===== src/rtl/scif_hc_pkg.sv =====
package scif_hc_pkg;
  typedef struct packed {
    logic       act_n;
    logic       rst_req;
    logic       volt_sel;
    logic [1:0] div_sel;
    logic       sync_mode;
    logic       pd_req;
  } hc_ctl_t;

  localparam int CTL_W = $bits(hc_ctl_t);
  localparam hc_ctl_t CTL_RESET = hc_ctl_t'({1'b1, {(CTL_W-1){1'b0}}});
endpackage


===== src/rtl/scif_hc_latch.sv =====
module scif_hc_latch
  import scif_hc_pkg::*;
(
  input  logic    clk,
  input  logic    rst_n,
  input  logic    sel,
  input  hc_ctl_t ctl_i,
  output hc_ctl_t ctl_o
);
  hc_ctl_t ctl_q, ctl_d;

  always_comb begin
    ctl_d = ctl_q;
    if (sel) ctl_d = ctl_i;
  end

  always_ff @(posedge clk or negedge rst_n) begin
    if (!rst_n) ctl_q <= CTL_RESET;
    else        ctl_q <= ctl_d;
  end

  assign ctl_o = ctl_q;

  AST_HOLD_WHEN_DESELECTED: assert property (@(posedge clk) disable iff (!rst_n)
    !sel |=> $stable(ctl_o));
endmodule


===== src/rtl/scif_hc_presync.sv =====
module scif_hc_presync #(
  parameter int STAGES = 2
) (
  input  logic clk,
  input  logic rst_n,
  input  logic raw_hi,
  input  logic raw_lo_n,
  output logic present
);
  logic [STAGES-1:0] sh_hi, sh_lo;

  for (genvar i = 0; i < STAGES; i++) begin : g_stage
    logic nxt_hi, nxt_lo;
    if (i == 0) begin : g_first
      assign nxt_hi = raw_hi;
      assign nxt_lo = ~raw_lo_n;
    end else begin : g_next
      assign nxt_hi = sh_hi[i-1];
      assign nxt_lo = sh_lo[i-1];
    end
    always_ff @(posedge clk or negedge rst_n) begin
      if (!rst_n) begin
        sh_hi[i] <= 1'b0;
        sh_lo[i] <= 1'b0;
      end else begin
        sh_hi[i] <= nxt_hi;
        sh_lo[i] <= nxt_lo;
      end
    end
  end

  assign present = sh_hi[STAGES-1] | sh_lo[STAGES-1];
endmodule


===== src/rtl/scif_hc_stab.sv =====
module scif_hc_stab #(
  parameter int CYCLES = 15000
) (
  input  logic clk,
  input  logic rst_n,
  input  logic hold,
  output logic busy
);
  localparam int CW = (CYCLES > 2) ? $clog2(CYCLES) : 1;
  localparam logic [CW-1:0] LAST = CW'(CYCLES - 1);

  logic [CW-1:0] cnt_q, cnt_d;
  logic          busy_q, busy_d;

  always_comb begin
    cnt_d  = cnt_q;
    busy_d = busy_q;
    if (hold) begin
      cnt_d  = '0;
      busy_d = 1'b1;
    end else if (busy_q) begin
      if (cnt_q == LAST) busy_d = 1'b0;
      else               cnt_d  = cnt_q + 1'b1;
    end
  end

  always_ff @(posedge clk or negedge rst_n) begin
    if (!rst_n) begin
      cnt_q  <= '0;
      busy_q <= 1'b1;
    end else begin
      cnt_q  <= cnt_d;
      busy_q <= busy_d;
    end
  end

  assign busy = busy_q;

  AST_STAB_COUNT_RANGE: assert property (@(posedge clk) disable iff (!rst_n)
    cnt_q <= LAST);
  AST_STAB_RESTART: assert property (@(posedge clk) disable iff (!rst_n)
    hold |=> busy);
endmodule


===== src/rtl/scif_hc_session.sv =====
module scif_hc_session (
  input  logic clk,
  input  logic rst_n,
  input  logic act_n,
  input  logic pd_req,
  input  logic card,
  input  logic settling,
  input  logic fault_in,
  output logic pd_o,
  output logic start_o,
  output logic in_sess_o,
  output logic flt_o
);
  logic pd_q, pd_d;
  logic prev_q;
  logic sess_q, sess_d;
  logic flt_q, flt_d;
  logic start;

  assign start = prev_q & ~act_n & ~pd_q & ~settling & card & ~sess_q;

  always_comb begin
    pd_d = pd_q;
    if (pd_q)                         pd_d = pd_req;
    else if (pd_req && act_n && !sess_q) pd_d = 1'b1;

    sess_d = sess_q;
    if (act_n)      sess_d = 1'b0;
    else if (start) sess_d = 1'b1;

    flt_d = flt_q;
    if (act_n)                             flt_d = 1'b0;
    else if (sess_q && (fault_in || !card)) flt_d = 1'b1;
  end

  always_ff @(posedge clk or negedge rst_n) begin
    if (!rst_n) begin
      pd_q   <= 1'b0;
      prev_q <= 1'b1;
      sess_q <= 1'b0;
      flt_q  <= 1'b0;
    end else begin
      pd_q   <= pd_d;
      prev_q <= act_n;
      sess_q <= sess_d;
      flt_q  <= flt_d;
    end
  end

  assign pd_o      = pd_q;
  assign start_o   = start;
  assign in_sess_o = sess_q;
  assign flt_o     = flt_q;

  AST_FAULT_STICKY: assert property (@(posedge clk) disable iff (!rst_n)
    flt_q && !act_n |=> flt_q);
  AST_PD_OUTSIDE_SESSION: assert property (@(posedge clk) disable iff (!rst_n)
    pd_q |-> !sess_q);
  AST_RELEASE_CLOSES: assert property (@(posedge clk) disable iff (!rst_n)
    act_n |=> !sess_q && !flt_q);
endmodule


===== src/rtl/scif_host_ctrl.sv =====
module scif_host_ctrl
  import scif_hc_pkg::*;
#(
  parameter int STAB_CYCLES = 15000,
  parameter int SYNC_STAGES = 2
) (
  input  logic       clk,
  input  logic       rst_n,
  input  logic       cs,
  input  logic       act_n,
  input  logic       rst_req,
  input  logic       volt_sel,
  input  logic [1:0] div_sel,
  input  logic       sync_mode,
  input  logic       pd_req,
  input  logic       pres_hi,
  input  logic       pres_lo_n,
  input  logic       sess_fault,
  output logic       lat_act_n,
  output logic       lat_rst_req,
  output logic       lat_volt_sel,
  output logic [1:0] lat_div_sel,
  output logic       lat_sync_mode,
  output logic       act_start,
  output logic       sess_run,
  output logic       int_n,
  output logic       int_oe,
  output logic       host_dat_en,
  output logic       pd_state
);
  hc_ctl_t ctl_in, ctl_lat;
  logic    card, busy, in_sess, flt;

  assign ctl_in = '{act_n: act_n, rst_req: rst_req, volt_sel: volt_sel,
                    div_sel: div_sel, sync_mode: sync_mode, pd_req: pd_req};

  scif_hc_latch u_latch (
    .clk(clk), .rst_n(rst_n), .sel(cs), .ctl_i(ctl_in), .ctl_o(ctl_lat)
  );

  scif_hc_presync #(.STAGES(SYNC_STAGES)) u_pres (
    .clk(clk), .rst_n(rst_n), .raw_hi(pres_hi), .raw_lo_n(pres_lo_n), .present(card)
  );

  scif_hc_stab #(.CYCLES(STAB_CYCLES)) u_stab (
    .clk(clk), .rst_n(rst_n), .hold(pd_state), .busy(busy)
  );

  scif_hc_session u_sess (
    .clk(clk), .rst_n(rst_n), .act_n(ctl_lat.act_n), .pd_req(ctl_lat.pd_req),
    .card(card), .settling(busy), .fault_in(sess_fault),
    .pd_o(pd_state), .start_o(act_start), .in_sess_o(in_sess), .flt_o(flt)
  );

  assign lat_act_n     = ctl_lat.act_n;
  assign lat_rst_req   = ctl_lat.rst_req;
  assign lat_volt_sel  = ctl_lat.volt_sel;
  assign lat_div_sel   = ctl_lat.div_sel;
  assign lat_sync_mode = ctl_lat.sync_mode;

  assign sess_run    = in_sess & ~flt;
  assign int_n       = in_sess ? ~flt : (card & (pd_state | ~busy));
  assign int_oe      = cs;
  assign host_dat_en = cs;

  AST_START_OPENS_SESSION: assert property (@(posedge clk) disable iff (!rst_n)
    act_start |=> sess_run);
  AST_RUN_KEEPS_INT_HIGH: assert property (@(posedge clk) disable iff (!rst_n)
    sess_run |-> int_n);
  AST_NO_START_SETTLING: assert property (@(posedge clk) disable iff (!rst_n)
    busy |-> !act_start);
endmodule


===== config.mk =====
export PLATFORM = sky130hd
export DESIGN_NAME = scif_host_ctrl
export DESIGN_NICKNAME = d
export VERILOG_FILES = /design/src/rtl/scif_hc_pkg.sv /design/src/rtl/scif_hc_latch.sv /design/src/rtl/scif_hc_presync.sv /design/src/rtl/scif_hc_stab.sv /design/src/rtl/scif_hc_session.sv /design/src/rtl/scif_host_ctrl.sv
export SDC_FILE = /design/constraint.sdc
export NUM_CORES = 1
export LEC_CHECK = 0
export BUFFER_PORTS_ARGS = -buffer_cell sky130_fd_sc_hd__clkbuf_2
export CORE_AREA = 3 3 58 60
export CTS_BUF_LIST = sky130_fd_sc_hd__clkbuf_8
export CTS_CLUSTER_DIAMETER = 150
export DETAILED_ROUTE_END_ITERATION = 16
export DIE_AREA = 0 0 61 63
export GPL_TIMING_DRIVEN = 0
export PLACE_DENSITY_LB_ADDON = 0.15
export SLEW_MARGIN = 20
export SYNTH_ARGS = -nofsm -noshare
export SYNTH_HDL_FRONTEND = slang
export SYNTH_SLANG_ARGS = --single-unit

===== constraint.sdc =====
create_clock -name clk -period 2 [get_ports clk]
set_clock_uncertainty 0.15 [all_clocks]
set_input_delay 0.4 -clock clk [delete_from_list [all_inputs] [get_ports clk]]
set_output_delay 0.4 -clock clk [all_outputs]
set_load 0.01 [all_outputs]

---- Word-level counts from Yosys, hierarchy flattened ----
Cells that the tools add are included.
storage, ports and cells
  input port bits ......................... 13
  flip-flop bits (word level) ............. 30
  output and inout port bits .............. 12
operators by class
  reductions and logical operators ........ 10
  equal/unequal tests ..................... 2
  bitwise logic cells ..................... 15
  add/sub/neg operators ................... 1
  mux-type cells .......................... 13
operator list
  kind                                           count
  2-to-1 mux 14 bit                              3
  adder 14 x 1 -> 14 bit, second input constant  1
  == test 14 bit, second input constant          1
  2-to-1 mux 1 bit                               10
  AND 1 bit                                      7
  NOT 1 bit                                      6
  nonzero test 2 bit                             3
  logical AND 1 bit                              3
  logical NOT 1 bit                              2
  != test 2 x 1 -> 1 bit, second input constant  1
  OR 1 bit                                       2
  AND reduction 2 bit                            1
  logical OR 1 bit                               1

---- Longest topological paths before layout ----
Gate-level depths: netlist of the first run.
  depth after elaboration ................. 8
  gate-level depth with buffers ........... 6
  gate-level depth less buffers ........... 6

---- Hierarchy ----
A second synthesis of the first run with hierarchy kept.
second synthesis, totals
  cell total of the unflattened synthesis .. 119
  area, all modules ....................... 1383.8 µm²
modules (own cells, without submodules)
  module           area an instance (µm²)  times used  seq. area each (µm²)  cells each
  scif_hc_stab     783.3                   1           376.6                 78
  scif_hc_latch    292.8                   1           176.4                 15
  scif_hc_session  150.1                   1           101.3                 14
  scif_hc_presync  110.1                   1           100.1                 6
  scif_host_ctrl   47.5                    1           0.0                   6

---- Least setup slack after synthesis of the first run ----
Ideal clock, no wire load.
  kind .................................... flip-flop to flip-flop
  start point ............................. register u_stab.cnt_q[0]
  end point ............................... register u_stab.cnt_q[10]
  data arrival time ....................... 1.653 ns
  setup slack ............................. 0.115 ns
  stages on the path, launching flop included .. 7
  cells stage by stage .................... dfrtp_1 ha_1 and4_2 clkbuf_1 and3_1 or3_1 a31oi_1
on the way
  word-level cells in the longest chain between the ends .. 4
  elaborated cells between the ends (all ways) .. 7
  classes of those cells .................. add/sub (1); eq/ne (2); mux (3); reduce/logical (1)
RTL lines
  what                    line                RTL
  start, declared         scif_hc_stab.sv:12  logic [CW-1:0] cnt_q, cnt_d;
  start signal, assigned  scif_hc_stab.sv:32  cnt_q <= cnt_d;
  adder 14 x 1 -> 14 bit  scif_hc_stab.sv:23  else cnt_d = cnt_q + 1'b1;
  2-to-1 mux 14 bit       scif_hc_stab.sv:22  if (cnt_q == LAST) busy_d = 1'b0;
  2-to-1 mux 14 bit       scif_hc_stab.sv:21  end else if (busy_q) begin
  2-to-1 mux 14 bit       scif_hc_stab.sv:18  if (hold) begin
Parallel ways exist; a longest one is shown, timed or not. The select of a mux whose other input is x is not followed.
A chain may end at the register's enable or synchronous reset.

---- Final worst setup path of the first run ----
  start point ............................. register u_stab.busy_q, in the netlist u_stab.busy
  end point ............................... output int_n
on the way
  word-level cells in the longest chain between the ends .. 4
RTL lines
  what                    line                  RTL
  start, declared         scif_hc_stab.sv:13    logic busy_q, busy_d;
  start signal, assigned  scif_hc_stab.sv:33    busy_q <= busy_d;
  NOT 1 bit               scif_host_ctrl.sv:62  assign int_n = in_sess ? ~flt : (card & (pd_state | ~busy));
  OR 1 bit                scif_host_ctrl.sv:62
  AND 1 bit               scif_host_ctrl.sv:62
  2-to-1 mux 1 bit        scif_host_ctrl.sv:62
  end, declared           scif_host_ctrl.sv:26  output logic int_n,
No other way between the ends.

==> metrics.yaml, run 1 <==
cells_and_area:
  diodes: 0
  layout-drive-gt1-share_pct: 38.60
  nets: 184
  largest_register_ffs: 14
  n_fill_cell: 267
  multiInputGateArea_um2: 683.2
  syn_to_final_growth_pct: 21.28
  regMostFlops: "u_stab.cnt_q"
  regArea_um2: 755.7
detailed_routing:
  vias_per_cell: 6.015
  drt_wl_total_um: 3184
  firstDrtPassIters: 5
  drt_iter0_drc: 79
  wl_per_cell_um: 15.61
  via_count: 1227
  detail-route-antenna-nets: 0
  drc: 0
sta:
  fmax_mhz: 521.2
  hold_viol: 0
  rsz0062_at_grt: "no"
  setup_tns_ps: 0
  slew_headroom_pct: 51.90
  setup_viol: 0
  worst_slew_pin_slew_ps: 721.4
  drv_slew: 0
  setup_slack_ps: 81.25
  post-route-min-period_ps: 1919
  final.period_utilization_pct: 95.94
floorplan:
  row_count: 20
  design.portCount: 25
  initial_core_util_pct: 49.75
  fp.dieArea_um2: 3843
  coreArea_um2: 2978
  die_w_um: 61
  fp.dieH_um: 63
clock_tree:
  cts_root_buf: "clkbuf_8"
  cts_buffer_depth: 2
  cts_made_buffers: 5
  cts_tree: "done"
  clk_latency_ps: 280
  clk_pin_slew_ps: 60
  h-tree-depth: 2
  cts_num_sinks: 30
logic_synthesis:
  synthCells: 138
  synth_top_flop_cell: "dfrtp_1"
  yosysWarnings: 0
  syn-cell-area_um2: 1481
  synth.distinct_cells: 41
  synthArstFlopShare_pct: 100.0
  syn_avg_cell_area_um2: 10.73
  ys_seq_area_share_pct: 50.93
  synth_enable_flop_cells: 0
  syn-num-nets: 152
  synth_seq_cells: 30
outcome:
  status: "completed"
worst_setup_path:
  crit_type: "reg -> out"
  worst_setup_path_start_kind: "flip-flop"
  worstPathRequired_ps: 1450
  crit_fanout: 2
  critPathArrivalTime_ps: 1370
  crit_path_end_kind: "primary output"
power_and_ir_drop:
  p_per_area_nw_per_um2: 813.0
  ir_drop_v: 0.0006010
  leakagePower_nw: 0.8150
grt:
  antenna_found_initial: 0
  grt_usage_pct: 19.02
  grt_pass1_vias: 1203
  overflow: 0
  grt_pass1_wl_um: 5554
  grt_max_degree: 31
job:
  cap_violations: 0
placement:
  port_buffers: 23
  place_ws_ps: -96.32
  hpwlAfterDp_um: 2204
  place_congestion: 0.8608
worst_hold_path:
  hold_path.class: "in -> async"
-- timing repair --
action,4_1_cts,5_1_grt
pin swaps,0,1
resized for setup,7,12
hold buffers,0,0
setup buffers,2,2
setup endpoints to repair,7,15
-- Yosys cell counts, types with 2 or more instances --
master    instances  area [µm²]
nand2_1           3       11.26
and4_1            3       26.28
and4b_1           2       20.02
dfstp_2           3       78.83
o21ai_0           9       45.04
o31ai_1          11       82.58
dfrtp_1          27       675.7
nor2_1            7       26.28
inv_1             5       18.77
mux2_2            7       78.83
o31a_1            2       17.52
a31oi_1           6       37.54
nand3_1           6       30.03
nand4_1           7       43.79
a21oi_1           3       15.01
nor2b_1           3       18.77
buf_2             3       15.01
a41oi_1           2       17.52
clkbuf_1          5       18.77
or3_1             2       12.51
buf_4             2       15.01
-- final timing paths --
check,from,slack (ps),to,cells after the start
worst max-delay path,u_stab.busy,80,int_n,4
worst min-delay path,rst_n,20,u_stab.cnt_q[11],1
worst max register to register,u_stab.cnt_q[0],110,u_stab.cnt_q[6],6
worst min register to register,u_pres.g_stage[1].nxt_hi,200,u_pres.sh_hi[1],0
max in group asynchronous,rst_n,1180,u_sess.pd_o,1
min in group clk,pres_hi,80,u_pres.g_stage[1].nxt_hi,1
-- where the power goes --
part | switching (W) | internal [W]
clock | 0.000215 | 0.000272
combinational | 0.000137 | 0.000126
sequential | 0.0000473 | 0.000664
-- stage by stage --
stage	instance area (µm²)	instances	hold slack [ps]	utilization, %	power, W
5_1_grt	1797	204	67.81	60.34	0.001548
3_5_place_dp	1638	194	184.7	55.00	0.0009456
3_3_place_gp	1638	194	182.6	55.00	0.0009310
2_1_floorplan	1481	138	-45.59	-	0.0008612
4_1_cts	1767	204	44.80	59.33	0.001449
6_report	1797	204	21.08	60.34	0.001461
-- cell type report --
cell class / count / area share, %
inverter: 5 / 1.045
clock inverter: 2 / 0.4875
sequential: 30 / 42.06
timing repair buffer: 27 / 8.426
multi-input combinational: 92 / 38.02
tap: 33 / 2.298
buffer: 9 / 3.064
clock buffer: 6 / 4.596
-- placed cells by master, fill, tap and decap left out, drive strengths merged --
cell     instances
o31a             2
clkinv           1
and3             2
nand2b           1
nor2             7
o21ba            1
mux2             7
or3              2
nand3            7
or2              1
and4             4
o2111ai          1
or4              1
and2             1
o21ai           10
nand2            3
a21oi            3
nor2b            3
o31ai           11
dfrtp           27
and4bb           1
and4b            2
inv              6
a41oi            2
ha               1
dfstp            3
buf             11
a32o             1
nor4             1
nand4            8
nor3             1
o21a             1
a31oi            6
o211ai           1
clkbuf          31
-- cell families after synthesis --
| group | count (synthesis) | synth area share [%] |
|---|---|---|
| buffers and inverters | 16 | 5.321 |
| and+or+nand+nor | 45 | 19.51 |
| DFF | 30 | 50.93 |
| AOI/OAI and AO/OA | 39 | 18.08 |
| muxes | 7 | 5.321 |
| adders and majority gates | 1 | 0.8445 |
-- layer usage --
metal | wire (µm) | part of all wire (%) | track usage [%] | vias up
li1 | - | - | - | 596
met2 | 1576 | 49 | 28.74 | 32
met3 | 130 | 4.1 | 5.165 | 5
met5 | 0 | 0 | 0 | -
met4 | 38 | 1.2 | 8.130 | 0
met1 | 1438 | 45 | 25.20 | 594
-- worst max-delay path, stage by stage, from the launching register on --
cell     delay, ps
dfstp_2        530
nor2b_4        140
nor3_1          50
or2_4          250
buf_6          120
Note: power is estimated with default switching activity, not from simulation.
==> run 2, diff against run 1 <==
--- a/config.mk
+++ b/config.mk
@@ -5,6 +5,7 @@
 export SDC_FILE = /design/constraint.sdc
 export NUM_CORES = 1
 export LEC_CHECK = 0
+export ABC_AREA = 1
 export BUFFER_PORTS_ARGS = -buffer_cell sky130_fd_sc_hd__clkbuf_2
 export CORE_AREA = 3 3 58 60
 export CTS_BUF_LIST = sky130_fd_sc_hd__clkbuf_8
==> run 2 against run 1 <==
Net effect:
- first-iteration DRC count rose by 16%
- clock power rose by 4.5%
- maximum frequency rose by 1.3%
- synthesized area rose by 1.5%
- largest cell class unchanged
- highest routed layer unchanged
==> metrics.yaml, run 2 <==
outcome:
  status: "completed"
logic_synthesis:
  synthCells: 187
  yosysWarnings: 0
  synthAdderAreaFrac_pct: 0.8319
  synth_xor_area_share_pct: 1.165
  yosysTopAreaCellShare_pct: 44.93
  synth.distinct_cells: 23
  yosys-mux-area-fraction_pct: 3.744
  synth.area.top_cells: "dfrtp_1 45%, nand2_1 14%, inv_1 5.7%"
  synth_seq_cells: 30
  syn-cell-area_um2: 1504
  yosys.area_share.simple_pct: 29.53
  ys_seq_area_share_pct: 50.17
  synth_common_cells: "55 x nand2_1, 27 x dfrtp_1, 23 x inv_1"
  synth_top_cell_by_area: "dfrtp_1"
  syn-num-nets: 201
  synth_compound_area_share_pct: 6.572
  synth_most_common_cell: "nand2_1"
  synthArstFlopShare_pct: 100.0
  syn_avg_cell_area_um2: 8.042
  synth_top_family_by_area: "simple AND/OR/NAND/NOR gates"
  synth_enable_flop_cells: 0
  synth_top_flop_cell: "dfrtp_1"
worst_setup_path:
  worstPathRequired_ps: 1450
  crit_path_end_kind: "primary output"
  crit_type: "reg -> out"
  critPathArrivalTime_ps: 1340
  crit_fanout: 9
  worst_setup_path_start_kind: "flip-flop"
floorplan:
  coreArea_um2: 2978
  fp.dieArea_um2: 3843
  initial_core_util_pct: 50.50
  row_count: 20
  fp.dieH_um: 63
  design.portCount: 25
  die_w_um: 61
cells_and_area:
  nets: 231
  diodes: 0
  syn_to_final_growth_pct: 17.06
  layout_commonest_cell: "nand2_1"
  layout-drive-gt1-share_pct: 23.39
  regMostFlops: "u_stab.cnt_q"
  largest_register_ffs: 14
  final_area_um2: 1760
  final_cell_mix: "55 x nand2_1, 27 x dfrtp_1, 23 x inv_1, 23 x clkbuf_2, 19 x nor2_1"
sta:
  fmax_mhz: 527.9
  setup_tns_ps: 0
  hold_viol: 0
  worst_slew_pin_slew_ps: 758.4
  post-route-min-period_ps: 1894
  setup_slack_ps: 105.7
  setup_viol: 0
  rsz0062_at_grt: "no"
  drv_slew: 0
  final.period_utilization_pct: 94.72
  slew_headroom_pct: 49.44
power_and_ir_drop:
  ir_drop_v: 0.0005347
  fin_total_pwr_w: 0.001457
  leakagePower_nw: 0.8876
  p_per_area_nw_per_um2: 827.6
clock_tree:
  postCtsSetupRepairBufs: 0
  cts_root_buf: "clkbuf_8"
  cts_tree: "done"
  cts_buffer_depth: 2
  clk_latency_ps: 280
  h-tree-depth: 2
  cts_made_buffers: 5
  cts_num_sinks: 30
  clk_pin_slew_ps: 70
placement:
  dpl-instance-area_um2: 1660
  place_congestion: 0.8757
  hpwlAfterDp_um: 2305
  place_ws_ps: 318.4
  port_buffers: 23
grt:
  grt_max_degree: 31
  grt_pass1_vias: 1283
  grt_pass1_wl_um: 5796
  grt_usage_pct: 20.15
  overflow: 0
  antenna_found_initial: 0
detailed_routing:
  firstDrtPassIters: 4
  wl_per_cell_um: 12.49
  vias_per_cell: 5.167
  drc: 0
  detail-route-antenna-nets: 0
  drt_wl_total_um: 3134
  drt_iter0_drc: 92
  via_count: 1297
job:
  cap_violations: 0
worst_hold_path:
  hold_path.class: "in -> async"
run 2: power by group:
part / switching, W / total, W / internal (W)
clock: 0.000233 / 0.000509 / 0.000276
sequential: 0.0000629 / 0.000737 / 0.000675
combinational: 0.000120 / 0.000211 / 0.0000912
total: 0.000415 / 0.00146 / 0.00104
run 2: timing repair:
action / in CTS / in global routing
resized for setup: 0 / 2
setup endpoints to repair: 0 / 1
hold buffers: 0 / 0
run 2: critical path: stages (launching register included):
cell,delay (ps)
dfrtp_1,460
inv_4,150
nand2_1,100
a31o_2,240
clkbuf_2,120
run 2: final cells by class:
| cell class | instances | area [µm²] |
|---|---|---|
| Buffer | 4 | 30.03 |
| Sequential cell | 30 | 754.5 |
| Timing Repair Buffer | 23 | 115.1 |
| Clock inverter | 2 | 12.51 |
| Inverter | 24 | 92.59 |
| Multi-Input combinational cell | 129 | 631.9 |
| Fill cell | 274 | 1217 |
| Clock buffer | 6 | 82.58 |
| Tap cell | 33 | 41.29 |
run 2: routing by layer:
layer / GRT usage [%] / share of wire [%] / vias to the layer above
li1: - / - / 649
met1: 25.67 / 43 / 610
met2: 31.95 / 50 / 31
met3: 5.785 / 5.0 / 7
met4: 7.317 / 1.9 / 0
met5: 0 / 0 / -
run 2: cell families (layout without fill, tap and decap cells):
kind of cell	count (synthesis)	in the layout
buffers and inverters	28	59
adders and majority gates	1	1
AOI/OAI and AO/OA	18	18
muxes	5	5
xor gates and xnor gates	2	2
and+or+nand+nor	103	103
DFF	30	30
run 2: path summary, 6_finish.rpt:
| path | start | end | slack [ps] | depth (start not counted) |
|---|---|---|---|---|
| setup / recovery | u_sess.pd_o | int_n | 110 | 4 |
| hold / removal | rst_n | u_stab.cnt_q[8] | 20 | 1 |
| setup reg to reg | u_stab.cnt_q[0] | u_stab.cnt_q[8] | 300 | 9 |
| hold reg to reg | u_pres.g_stage[1].nxt_hi | u_pres.sh_hi[1] | 200 | 0 |
| max in group asynchronous | rst_n | u_stab.cnt_q[6] | 1180 | 1 |
| min in group clk | pres_hi | u_pres.g_stage[1].nxt_hi | 80 | 1 |
run 2: metrics by stage:
step	utilization [%]	std cells	hold slack, ps
2_1_floorplan	-	187	-45.59
4_1_cts	58.95	251	44.62
5_1_grt	59.12	251	58.92
3_5_place_dp	55.76	243	192.0
3_3_place_gp	55.76	243	182.6
6_report	59.12	251	23.15
